### src/rtl/smc_pkg.sv
package smc_pkg;
  localparam int DQ_W = 16;
  localparam logic [31:0] TIM_IMPL = 32'hFF1F_FFFF;

  typedef enum logic [2:0] {
    PH_IDLE = 3'd0, PH_ASU = 3'd1, PH_CSU = 3'd2, PH_ACC = 3'd3, PH_CHD = 3'd4, PH_AHD = 3'd5
  } phase_e;

  typedef struct packed {
    logic [3:0] asu;
    logic [3:0] csu;
    logic [4:0] acc;
    logic [3:0] chd;
    logic [3:0] ahd;
  } tim_t;

  typedef struct packed {
    logic byte_en;
    logic wait_en;
    logic byte_addr;
    logic bus16;
  } attr_t;

  // first phase after p with a non-zero count; access always runs
  function automatic phase_e phase_after(phase_e p, tim_t t);
    phase_e n;
    case (p)
      PH_IDLE: n = (t.asu != 0) ? PH_ASU : (t.csu != 0) ? PH_CSU : PH_ACC;
      PH_ASU:  n = (t.csu != 0) ? PH_CSU : PH_ACC;
      PH_CSU:  n = PH_ACC;
      PH_ACC:  n = (t.chd != 0) ? PH_CHD : (t.ahd != 0) ? PH_AHD : PH_IDLE;
      PH_CHD:  n = (t.ahd != 0) ? PH_AHD : PH_IDLE;
      default: n = PH_IDLE;
    endcase
    return n;
  endfunction

  // remaining cycles after the first one of phase p
  function automatic logic [4:0] phase_len(phase_e p, tim_t t);
    logic [4:0] n;
    case (p)
      PH_ASU:  n = {1'b0, t.asu} - 5'd1;
      PH_CSU:  n = {1'b0, t.csu} - 5'd1;
      PH_ACC:  n = (t.acc == 5'd0) ? 5'd0 : t.acc - 5'd1;
      PH_CHD:  n = {1'b0, t.chd} - 5'd1;
      PH_AHD:  n = {1'b0, t.ahd} - 5'd1;
      default: n = 5'd0;
    endcase
    return n;
  endfunction
endpackage

### src/rtl/smc_regs.sv
module smc_regs import smc_pkg::*; #(
  parameter int NUM_CS = 2,
  parameter int REG_AW = 4,
  localparam int WORD_W = REG_AW - 2
) (
  input  logic                     clk_i,
  input  logic                     rst_ni,
  input  logic                     wr_i,
  input  logic [REG_AW-1:0]        addr_i,
  input  logic [31:0]              wdata_i,
  output logic [31:0]              rdata_o,
  output attr_t [NUM_CS-1:0]       attr_o,
  output tim_t  [NUM_CS-1:0]       tim_o
);
  logic [WORD_W-1:0]   word;
  logic                aligned;
  logic [4*NUM_CS-1:0] attr_q;
  logic [31:0]         tim_q [NUM_CS];

  assign word    = addr_i[REG_AW-1:2];
  assign aligned = (addr_i[1:0] == 2'b00);

  always_ff @(posedge clk_i or negedge rst_ni) begin
    if (!rst_ni)                                attr_q <= '0;
    else if (wr_i && aligned && word == '0)     attr_q <= wdata_i[4*NUM_CS-1:0];
  end

  for (genvar b = 0; b < NUM_CS; b++) begin : g_bank
    always_ff @(posedge clk_i or negedge rst_ni) begin
      if (!rst_ni)
        tim_q[b] <= TIM_IMPL;
      else if (wr_i && aligned && word == WORD_W'(b + 1))
        tim_q[b] <= wdata_i & TIM_IMPL;
    end
    assign attr_o[b] = attr_t'(attr_q[4*b +: 4]);
    assign tim_o[b]  = '{asu: tim_q[b][31:28], csu: tim_q[b][27:24], acc: tim_q[b][20:16],
                         chd: tim_q[b][15:12], ahd: tim_q[b][11:8]};
  end

  always_comb begin
    rdata_o = '0;
    if (aligned) begin
      if (word == '0) rdata_o[4*NUM_CS-1:0] = attr_q;
      for (int b = 0; b < NUM_CS; b++)
        if (word == WORD_W'(b + 1)) rdata_o = tim_q[b];
    end
  end

  AST_RSV_ZERO: assert property (@(posedge clk_i) disable iff (!rst_ni)
    (aligned && word != '0) |-> (rdata_o[23:21] == 3'b000)) else $error("rsv bits");
endmodule

### src/rtl/smc_seq.sv
module smc_seq import smc_pkg::*; (
  input  logic   clk_i,
  input  logic   rst_ni,
  input  logic   start_i,
  input  tim_t   tim_i,
  input  logic   wait_en_i,
  input  logic   wait_ni,
  output phase_e phase_q_o,
  output phase_e phase_d_o,
  output logic   capture_o,
  output logic   done_o
);
  phase_e     ph_q, ph_d;
  logic [4:0] cnt_q, cnt_d;
  tim_t       tim_q;
  logic       wait_en_q, done_q, stall, fin;

  assign stall = (ph_q == PH_ACC) && wait_en_q && !wait_ni;
  assign fin   = (ph_q != PH_IDLE) && (cnt_q == 5'd0) && !stall;

  always_comb begin
    ph_d  = ph_q;
    cnt_d = cnt_q;
    if (ph_q == PH_IDLE) begin
      if (start_i) begin
        ph_d  = phase_after(PH_IDLE, tim_i);
        cnt_d = phase_len(ph_d, tim_i);
      end
    end else if (fin) begin
      ph_d  = phase_after(ph_q, tim_q);
      cnt_d = phase_len(ph_d, tim_q);
    end else if (cnt_q != 5'd0) begin
      cnt_d = cnt_q - 5'd1;
    end
  end

  always_ff @(posedge clk_i or negedge rst_ni) begin
    if (!rst_ni) begin
      ph_q      <= PH_IDLE;
      cnt_q     <= '0;
      tim_q     <= '0;
      wait_en_q <= 1'b0;
      done_q    <= 1'b0;
    end else begin
      ph_q   <= ph_d;
      cnt_q  <= cnt_d;
      done_q <= fin && (ph_d == PH_IDLE);
      if (start_i && ph_q == PH_IDLE) begin
        tim_q     <= tim_i;
        wait_en_q <= wait_en_i;
      end
    end
  end

  assign phase_q_o = ph_q;
  assign phase_d_o = ph_d;
  assign capture_o = fin && (ph_q == PH_ACC);
  assign done_o    = done_q;

  AST_DONE_PULSE: assert property (@(posedge clk_i) disable iff (!rst_ni)
    done_q |=> !done_q) else $error("done width");
  AST_WAIT_EXTENDS: assert property (@(posedge clk_i) disable iff (!rst_ni)
    stall |=> (ph_q == PH_ACC)) else $error("wait ignored");
  AST_HOLD_AFTER_ACC: assert property (@(posedge clk_i) disable iff (!rst_ni)
    (ph_q == PH_CHD) |-> ($past(ph_q) == PH_ACC || $past(ph_q) == PH_CHD)) else $error("order");
endmodule

### src/rtl/smc_pins.sv
module smc_pins import smc_pkg::*; #(
  parameter int NUM_CS = 2,
  parameter int ADDR_W = 16,
  parameter int CS_W   = 1
) (
  input  logic              clk_i,
  input  logic              rst_ni,
  input  phase_e            phase_d_i,
  input  logic [CS_W-1:0]   cs_i,
  input  logic              we_i,
  input  logic [1:0]        be_i,
  input  logic [ADDR_W-1:0] addr_i,
  input  logic [DQ_W-1:0]   wdata_i,
  input  attr_t             attr_i,
  output logic [ADDR_W-1:0] mem_addr_o,
  output logic [NUM_CS-1:0] mem_cs_no,
  output logic              mem_oe_no,
  output logic              mem_we_no,
  output logic              mem_lb_no,
  output logic              mem_ub_no,
  output logic [DQ_W-1:0]   mem_dq_o,
  output logic              mem_dq_oe_o
);
  logic busy, cs_act, stb, split;
  logic [ADDR_W-1:0] addr_fmt;

  assign busy     = (phase_d_i != PH_IDLE);
  assign cs_act   = (phase_d_i == PH_CSU) || (phase_d_i == PH_ACC) || (phase_d_i == PH_CHD);
  assign stb      = (phase_d_i == PH_ACC);
  assign split    = attr_i.bus16 && attr_i.byte_en;
  assign addr_fmt = (attr_i.bus16 && !attr_i.byte_addr) ? (addr_i >> 1) : addr_i;

  // outputs registered from next phase so pins are glitch-free
  always_ff @(posedge clk_i or negedge rst_ni) begin
    if (!rst_ni) begin
      mem_addr_o  <= '0;
      mem_oe_no   <= 1'b1;
      mem_we_no   <= 1'b1;
      mem_lb_no   <= 1'b1;
      mem_ub_no   <= 1'b1;
      mem_dq_o    <= '0;
      mem_dq_oe_o <= 1'b0;
    end else begin
      if (busy) begin
        mem_addr_o <= addr_fmt;
        mem_dq_o   <= wdata_i;
      end
      mem_oe_no   <= !(stb && !we_i);
      mem_we_no   <= !(stb && we_i);
      mem_lb_no   <= !(stb && (!split || be_i[0]));
      mem_ub_no   <= !(stb && (!split || be_i[1]));
      mem_dq_oe_o <= cs_act && we_i;
    end
  end

  for (genvar i = 0; i < NUM_CS; i++) begin : g_cs
    always_ff @(posedge clk_i or negedge rst_ni) begin
      if (!rst_ni) mem_cs_no[i] <= 1'b1;
      else         mem_cs_no[i] <= !(cs_act && cs_i == CS_W'(i));
    end
  end

  AST_ONE_CS: assert property (@(posedge clk_i) disable iff (!rst_ni)
    $onehot0(~mem_cs_no)) else $error("multi cs");
  AST_STROBE_EXCL: assert property (@(posedge clk_i) disable iff (!rst_ni)
    !(!mem_oe_no && !mem_we_no)) else $error("oe and we");
  AST_STROBE_IN_CS: assert property (@(posedge clk_i) disable iff (!rst_ni)
    (!mem_oe_no || !mem_we_no) |-> !(&mem_cs_no)) else $error("strobe outside cs");
  AST_ADDR_STABLE: assert property (@(posedge clk_i) disable iff (!rst_ni)
    (!(&mem_cs_no) && !(&$past(mem_cs_no))) |-> $stable(mem_addr_o)) else $error("addr moved");
endmodule

### src/rtl/static_mem_ctrl.sv
module static_mem_ctrl import smc_pkg::*; #(
  parameter int NUM_CS = 2,
  parameter int ADDR_W = 16,
  localparam int CS_W   = (NUM_CS > 1) ? $clog2(NUM_CS) : 1,
  localparam int REG_AW = $clog2(4 * (NUM_CS + 1))
) (
  input  logic              clk_i,
  input  logic              rst_ni,
  input  logic              reg_wr_i,
  input  logic [REG_AW-1:0] reg_addr_i,
  input  logic [31:0]       reg_wdata_i,
  output logic [31:0]       reg_rdata_o,
  input  logic              req_valid_i,
  output logic              req_ready_o,
  input  logic              req_we_i,
  input  logic [CS_W-1:0]   req_cs_i,
  input  logic [ADDR_W-1:0] req_addr_i,
  input  logic [15:0]       req_wdata_i,
  input  logic [1:0]        req_be_i,
  output logic              rsp_done_o,
  output logic [15:0]       rsp_rdata_o,
  output logic [ADDR_W-1:0] mem_addr_o,
  output logic [NUM_CS-1:0] mem_cs_no,
  output logic              mem_oe_no,
  output logic              mem_we_no,
  output logic              mem_lb_no,
  output logic              mem_ub_no,
  output logic [15:0]       mem_dq_o,
  output logic              mem_dq_oe_o,
  input  logic [15:0]       mem_dq_i,
  input  logic              mem_wait_ni
);
  attr_t [NUM_CS-1:0] attr_arr;
  tim_t  [NUM_CS-1:0] tim_arr;
  phase_e ph_q, ph_d;
  logic   accept, capture;

  logic              we_q;
  logic [CS_W-1:0]   cs_q;
  logic [ADDR_W-1:0] addr_q;
  logic [DQ_W-1:0]   wdata_q, rdata_q;
  logic [1:0]        be_q;
  attr_t             attr_q, attr_sel;

  logic              we_c;
  logic [CS_W-1:0]   cs_c;
  logic [ADDR_W-1:0] addr_c;
  logic [DQ_W-1:0]   wdata_c;
  logic [1:0]        be_c;
  attr_t             attr_c;

  smc_regs #(.NUM_CS(NUM_CS), .REG_AW(REG_AW)) u_regs (
    .clk_i, .rst_ni, .wr_i(reg_wr_i), .addr_i(reg_addr_i), .wdata_i(reg_wdata_i),
    .rdata_o(reg_rdata_o), .attr_o(attr_arr), .tim_o(tim_arr)
  );

  assign req_ready_o = (ph_q == PH_IDLE);
  assign accept      = req_valid_i && req_ready_o;
  assign attr_sel    = attr_arr[req_cs_i];

  smc_seq u_seq (
    .clk_i, .rst_ni, .start_i(accept), .tim_i(tim_arr[req_cs_i]),
    .wait_en_i(attr_sel.wait_en), .wait_ni(mem_wait_ni),
    .phase_q_o(ph_q), .phase_d_o(ph_d), .capture_o(capture), .done_o(rsp_done_o)
  );

  always_ff @(posedge clk_i or negedge rst_ni) begin
    if (!rst_ni) begin
      we_q <= 1'b0; cs_q <= '0; addr_q <= '0; wdata_q <= '0; be_q <= '0; attr_q <= '0;
      rdata_q <= '0;
    end else begin
      if (accept) begin
        we_q <= req_we_i; cs_q <= req_cs_i; addr_q <= req_addr_i;
        wdata_q <= req_wdata_i; be_q <= req_be_i; attr_q <= attr_sel;
      end
      if (capture) rdata_q <= attr_q.bus16 ? mem_dq_i : {8'h00, mem_dq_i[7:0]};
    end
  end

  // request fields for the phase being entered
  assign we_c    = accept ? req_we_i    : we_q;
  assign cs_c    = accept ? req_cs_i    : cs_q;
  assign addr_c  = accept ? req_addr_i  : addr_q;
  assign wdata_c = accept ? req_wdata_i : wdata_q;
  assign be_c    = accept ? req_be_i    : be_q;
  assign attr_c  = accept ? attr_sel    : attr_q;

  smc_pins #(.NUM_CS(NUM_CS), .ADDR_W(ADDR_W), .CS_W(CS_W)) u_pins (
    .clk_i, .rst_ni, .phase_d_i(ph_d), .cs_i(cs_c), .we_i(we_c), .be_i(be_c),
    .addr_i(addr_c), .wdata_i(wdata_c), .attr_i(attr_c),
    .mem_addr_o, .mem_cs_no, .mem_oe_no, .mem_we_no, .mem_lb_no, .mem_ub_no,
    .mem_dq_o, .mem_dq_oe_o
  );

  assign rsp_rdata_o = rdata_q;

  AST_BUSY_NO_ACCEPT: assert property (@(posedge clk_i) disable iff (!rst_ni)
    (!req_ready_o && req_valid_i) |=> $stable(cs_q)) else $error("busy accept");
endmodule

### config.mk
export PLATFORM = sky130hd
export DESIGN_NAME = static_mem_ctrl
export DESIGN_NICKNAME = d
export VERILOG_FILES = /design/src/rtl/smc_pkg.sv /design/src/rtl/smc_regs.sv /design/src/rtl/smc_seq.sv /design/src/rtl/smc_pins.sv /design/src/rtl/static_mem_ctrl.sv
export SDC_FILE = /design/constraint.sdc
export NUM_CORES = 1
export LEC_CHECK = 0
export BUFFER_PORTS_ARGS = -buffer_cell sky130_fd_sc_hd__buf_2
export CORE_UTILIZATION = 45
export DETAILED_ROUTE_END_ITERATION = 10
export PLACE_DENSITY_LB_ADDON = 0.25
export REMOVE_ABC_BUFFERS = 1
export SYNTH_ARGS = -nofsm -noshare
export SYNTH_HDL_FRONTEND = slang
export SYNTH_HIERARCHICAL = 1
export SYNTH_SLANG_ARGS = --single-unit
### constraint.sdc
create_clock -name clk_i -period 3.1 [get_ports clk_i]
set_input_delay 0.31 -clock clk_i [delete_from_list [all_inputs] [get_ports clk_i]]
set_output_delay 0.31 -clock clk_i [all_outputs]
set_load 0.005 [all_outputs]
==> flow_summary_export.csv <==
group,metric,value,unit
outcome,status,"finished, violations left",
outcome,violations,"negative hold slack",
clock_network,cts_tree,"yes",
setup_path,cp.required,3.41,ns
pwr,p_seq_frac,0.421,
placement,routabilityCongestion,0.826,
setup_path,path_buf_inv,2,
layout,postLayoutCoreUtil,0.534,
setup_path,r2r_setup_slack,0.26,ns
pwr,power.density,914,nW/um^2
layout,areaGrowthSynthToFinish,15.3,%
logic_synthesis,ys_warn_count,6,
layout,diodes,0,
timing,hold_ws,-0.00607,ns
setup_path,cp_cell_sequence,"inv_1, ha_1, nand2b_1, nor3_1, o21ai_0, o32ai_1, nand2_1, nor3_4, buf_12, mux2_2",
pwr,ir_worst_vdd,0.507,mV
route,wl_per_cell,16.9,um
route,drc,0,
timing,slew_headroom,0.430,
route,drtIter0Drc,308,
setup_path,reg2regPathDepth,10,
pwr,clock_power_share,0.223,
setup_path,setup.worst_path.end_class,"flop",
grt,grt_pass1_wl,33600,um
die,coreArea,20400,um^2
setup_path,r2r_start,"u_seq/cnt_q[0]$_DFFE_PN0P_",
clock_network,h-tree-depth,4,
timing,finalSetupViolCount,0,
route,vias,6245,
setup_path,worst-setup-path-type,"reg2reg",
setup_path,cp-start-kind,"flop",
setup_path,cpMaxStageDelayCell,"dfrtp_1",
timing,rsz0062_at_grt,"no",
logic_synthesis,syn_avg_cell_area,11.9,um^2
logic_synthesis,syn_inst,793,
timing,max_freq,352,MHz
placement,port_buffers,175,
die,die_width,147,um
pwr,p_leak,4.93,nW
route,vias_per_cell,5.20,
clock_network,cts_max_path_buffers,2,
setup_path,cpLargestDelayFamily,"simple AND/OR/NAND/NOR gates",
timing,worst_pin_slew,0.854,ns
route,dr.pass1.iters,4,
timing,fin_skew,0.0132,ns
grt,grt_overflow,0,
die,die_y,147,um
logic_synthesis,synth_area,9430,um^2
clock_network,cts_resized,0,
setup_path,crit_fanout,48,
clock_network,cts_setup_buffers,0,
clock_network,cts-buffers-inserted,17,
layout,layout_commonest_cell,"buf_2",
route,routed_wl,20300,um
layout,mostFrequentLayoutCells,"buf_2 (174), mux2_2 (163), dfrtp_1 (126)",
grt,grt_antenna_before_repair,4,
run,maxCapViolCount,0,
timing,fin_crit_sh,0.916,
die,initial_core_util,0.463,
layout,stdcell_count,1202,
pwr,swShare,0.339,
pwr,p_comb_frac,0.356,
placement,hpwlAfterDp,14000,um
clock_network,ctsHoldBuffers,0,
die,rows,52,
grt,grt_pass1_vias,6431,
clock_network,clk_pin_slew,0.07,ns
worst_hold_path,holdCritPathClass,"in2async",
timing,slew_viol_final,0,
timing,period_needed,2.84,ns
layout,num-nets-final,1017,
die,dieArea,21500,um^2
setup_path,max_stage_delay,0.41,ns
setup_path,critPathArrivalTime,3.15,ns
pwr,switchingPower,3.36,mW
clock_network,cts.sinks,190,
placement,placed_cells,1170,
pwr,internal_power,6.57,mW
grt,grtUsageTotal,0.198,
clock_network,cts_root_buffer,"clkbuf_16",
timing,hold_viol,9,
die,io_pins,182,
grt,grt_max_degree,104,
route,ant_nets,0,
clock_network,clk_latency,0.43,ns
setup_path,r2r-end,"u_pins/mem_dq_o[3]$_DFFE_PN0P_",
layout,layout-drive-gt1-share,0.520,
==> worst max-delay path by stage <==
stage | start | end | slack [ns] | cells after the start
3_3_place_gp | req_cs_i | u_pins/mem_dq_o[12]$_DFFE_PN0P_ | 0.24 | 9
4_1_cts | u_seq/cnt_q[0]$_DFFE_PN0P_ | u_pins/mem_dq_o[9]$_DFFE_PN0P_ | 0.28 | 10
2_1_floorplan | u_seq/phase_q_o[1]$_DFF_PN0_ | u_pins/mem_dq_o[0]$_DFFE_PN0P_ | -0.78 | 5
5_1_grt | u_seq/cnt_q[0]$_DFFE_PN0P_ | u_pins/mem_dq_o[0]$_DFFE_PN0P_ | 0.08 | 10
6_report | u_seq/cnt_q[0]$_DFFE_PN0P_ | u_pins/mem_dq_o[3]$_DFFE_PN0P_ | 0.26 | 10
3_5_place_dp | req_cs_i | u_pins/mem_dq_o[9]$_DFFE_PN0P_ | 0.21 | 9
==> area by class of cell <==
class | count | area [um^2]
clock buffers | 18 | 429
inverters | 17 | 63.8
repair buffers | 193 | 1080
multi-input cells | 500 | 3940
fillers | 1825 | 9500
clock inverters | 14 | 178
well taps | 270 | 338
flip-flops and latches | 190 | 4830
==> through the flow <==
step	power (mW)	TNS [ns]	hold slack, ns	instance area, um^2	worst slack (ns)
floorplan	6.53	-29.42	0.0144	8830	-0.776
finish	9.93	0	-0.00607	10900	0.259
CTS	10.0	0	0.0101	10900	0.284
global placement	7.68	0	0.458	10300	0.244
global route	10.6	0	0.0565	10900	0.0774
detailed placement	7.78	0	0.472	10300	0.209
==> worst reg2reg max path: cells and delay by family (launching register included) <==
family          cells  cell delay (ns)
compound gates      2             0.60
simple gates        4             0.78
fa+ha+maj           1             0.21
buf+inv             2             0.32
flops               1             0.41
mux                 1             0.41
==> metal layers <==
metal / vias to the layer above / part of all wire / track usage
met4: 6 / 0.0098 / 0.0453
met1: 3094 / 0.43 / 0.251
met2: 137 / 0.49 / 0.319
met3: 21 / 0.068 / 0.0752
met5: - / 0.0018 / 0
li1: 2987 / - / -
==> power groups by stage <==
stage	sequential, mW	clock [mW]	combinational [mW]
global route	4.31	2.38	3.93
CTS	4.19	2.28	3.58
finish	4.18	2.21	3.54
detailed placement	4.21	0	3.56
floorplan	4.14	0	2.39
global placement	4.19	0	3.49
==> registers in the layout (all words and copies together) (netlist names), 2 cells and up <==
register,cells
addr_q,16
attr_q,3
be_q,2
rsp_rdata_o,16
u_pins/mem_addr_o,16
u_pins/mem_cs_no,2
u_pins/mem_dq_o,16
u_regs/attr_o,8
u_regs/tim_o,42
u_regs/tim_q,16
u_seq/cnt_q,5
u_seq/phase_q_o,3
u_seq/tim_q,20
wdata_q,16
Power figures use the tool's default switching activity.
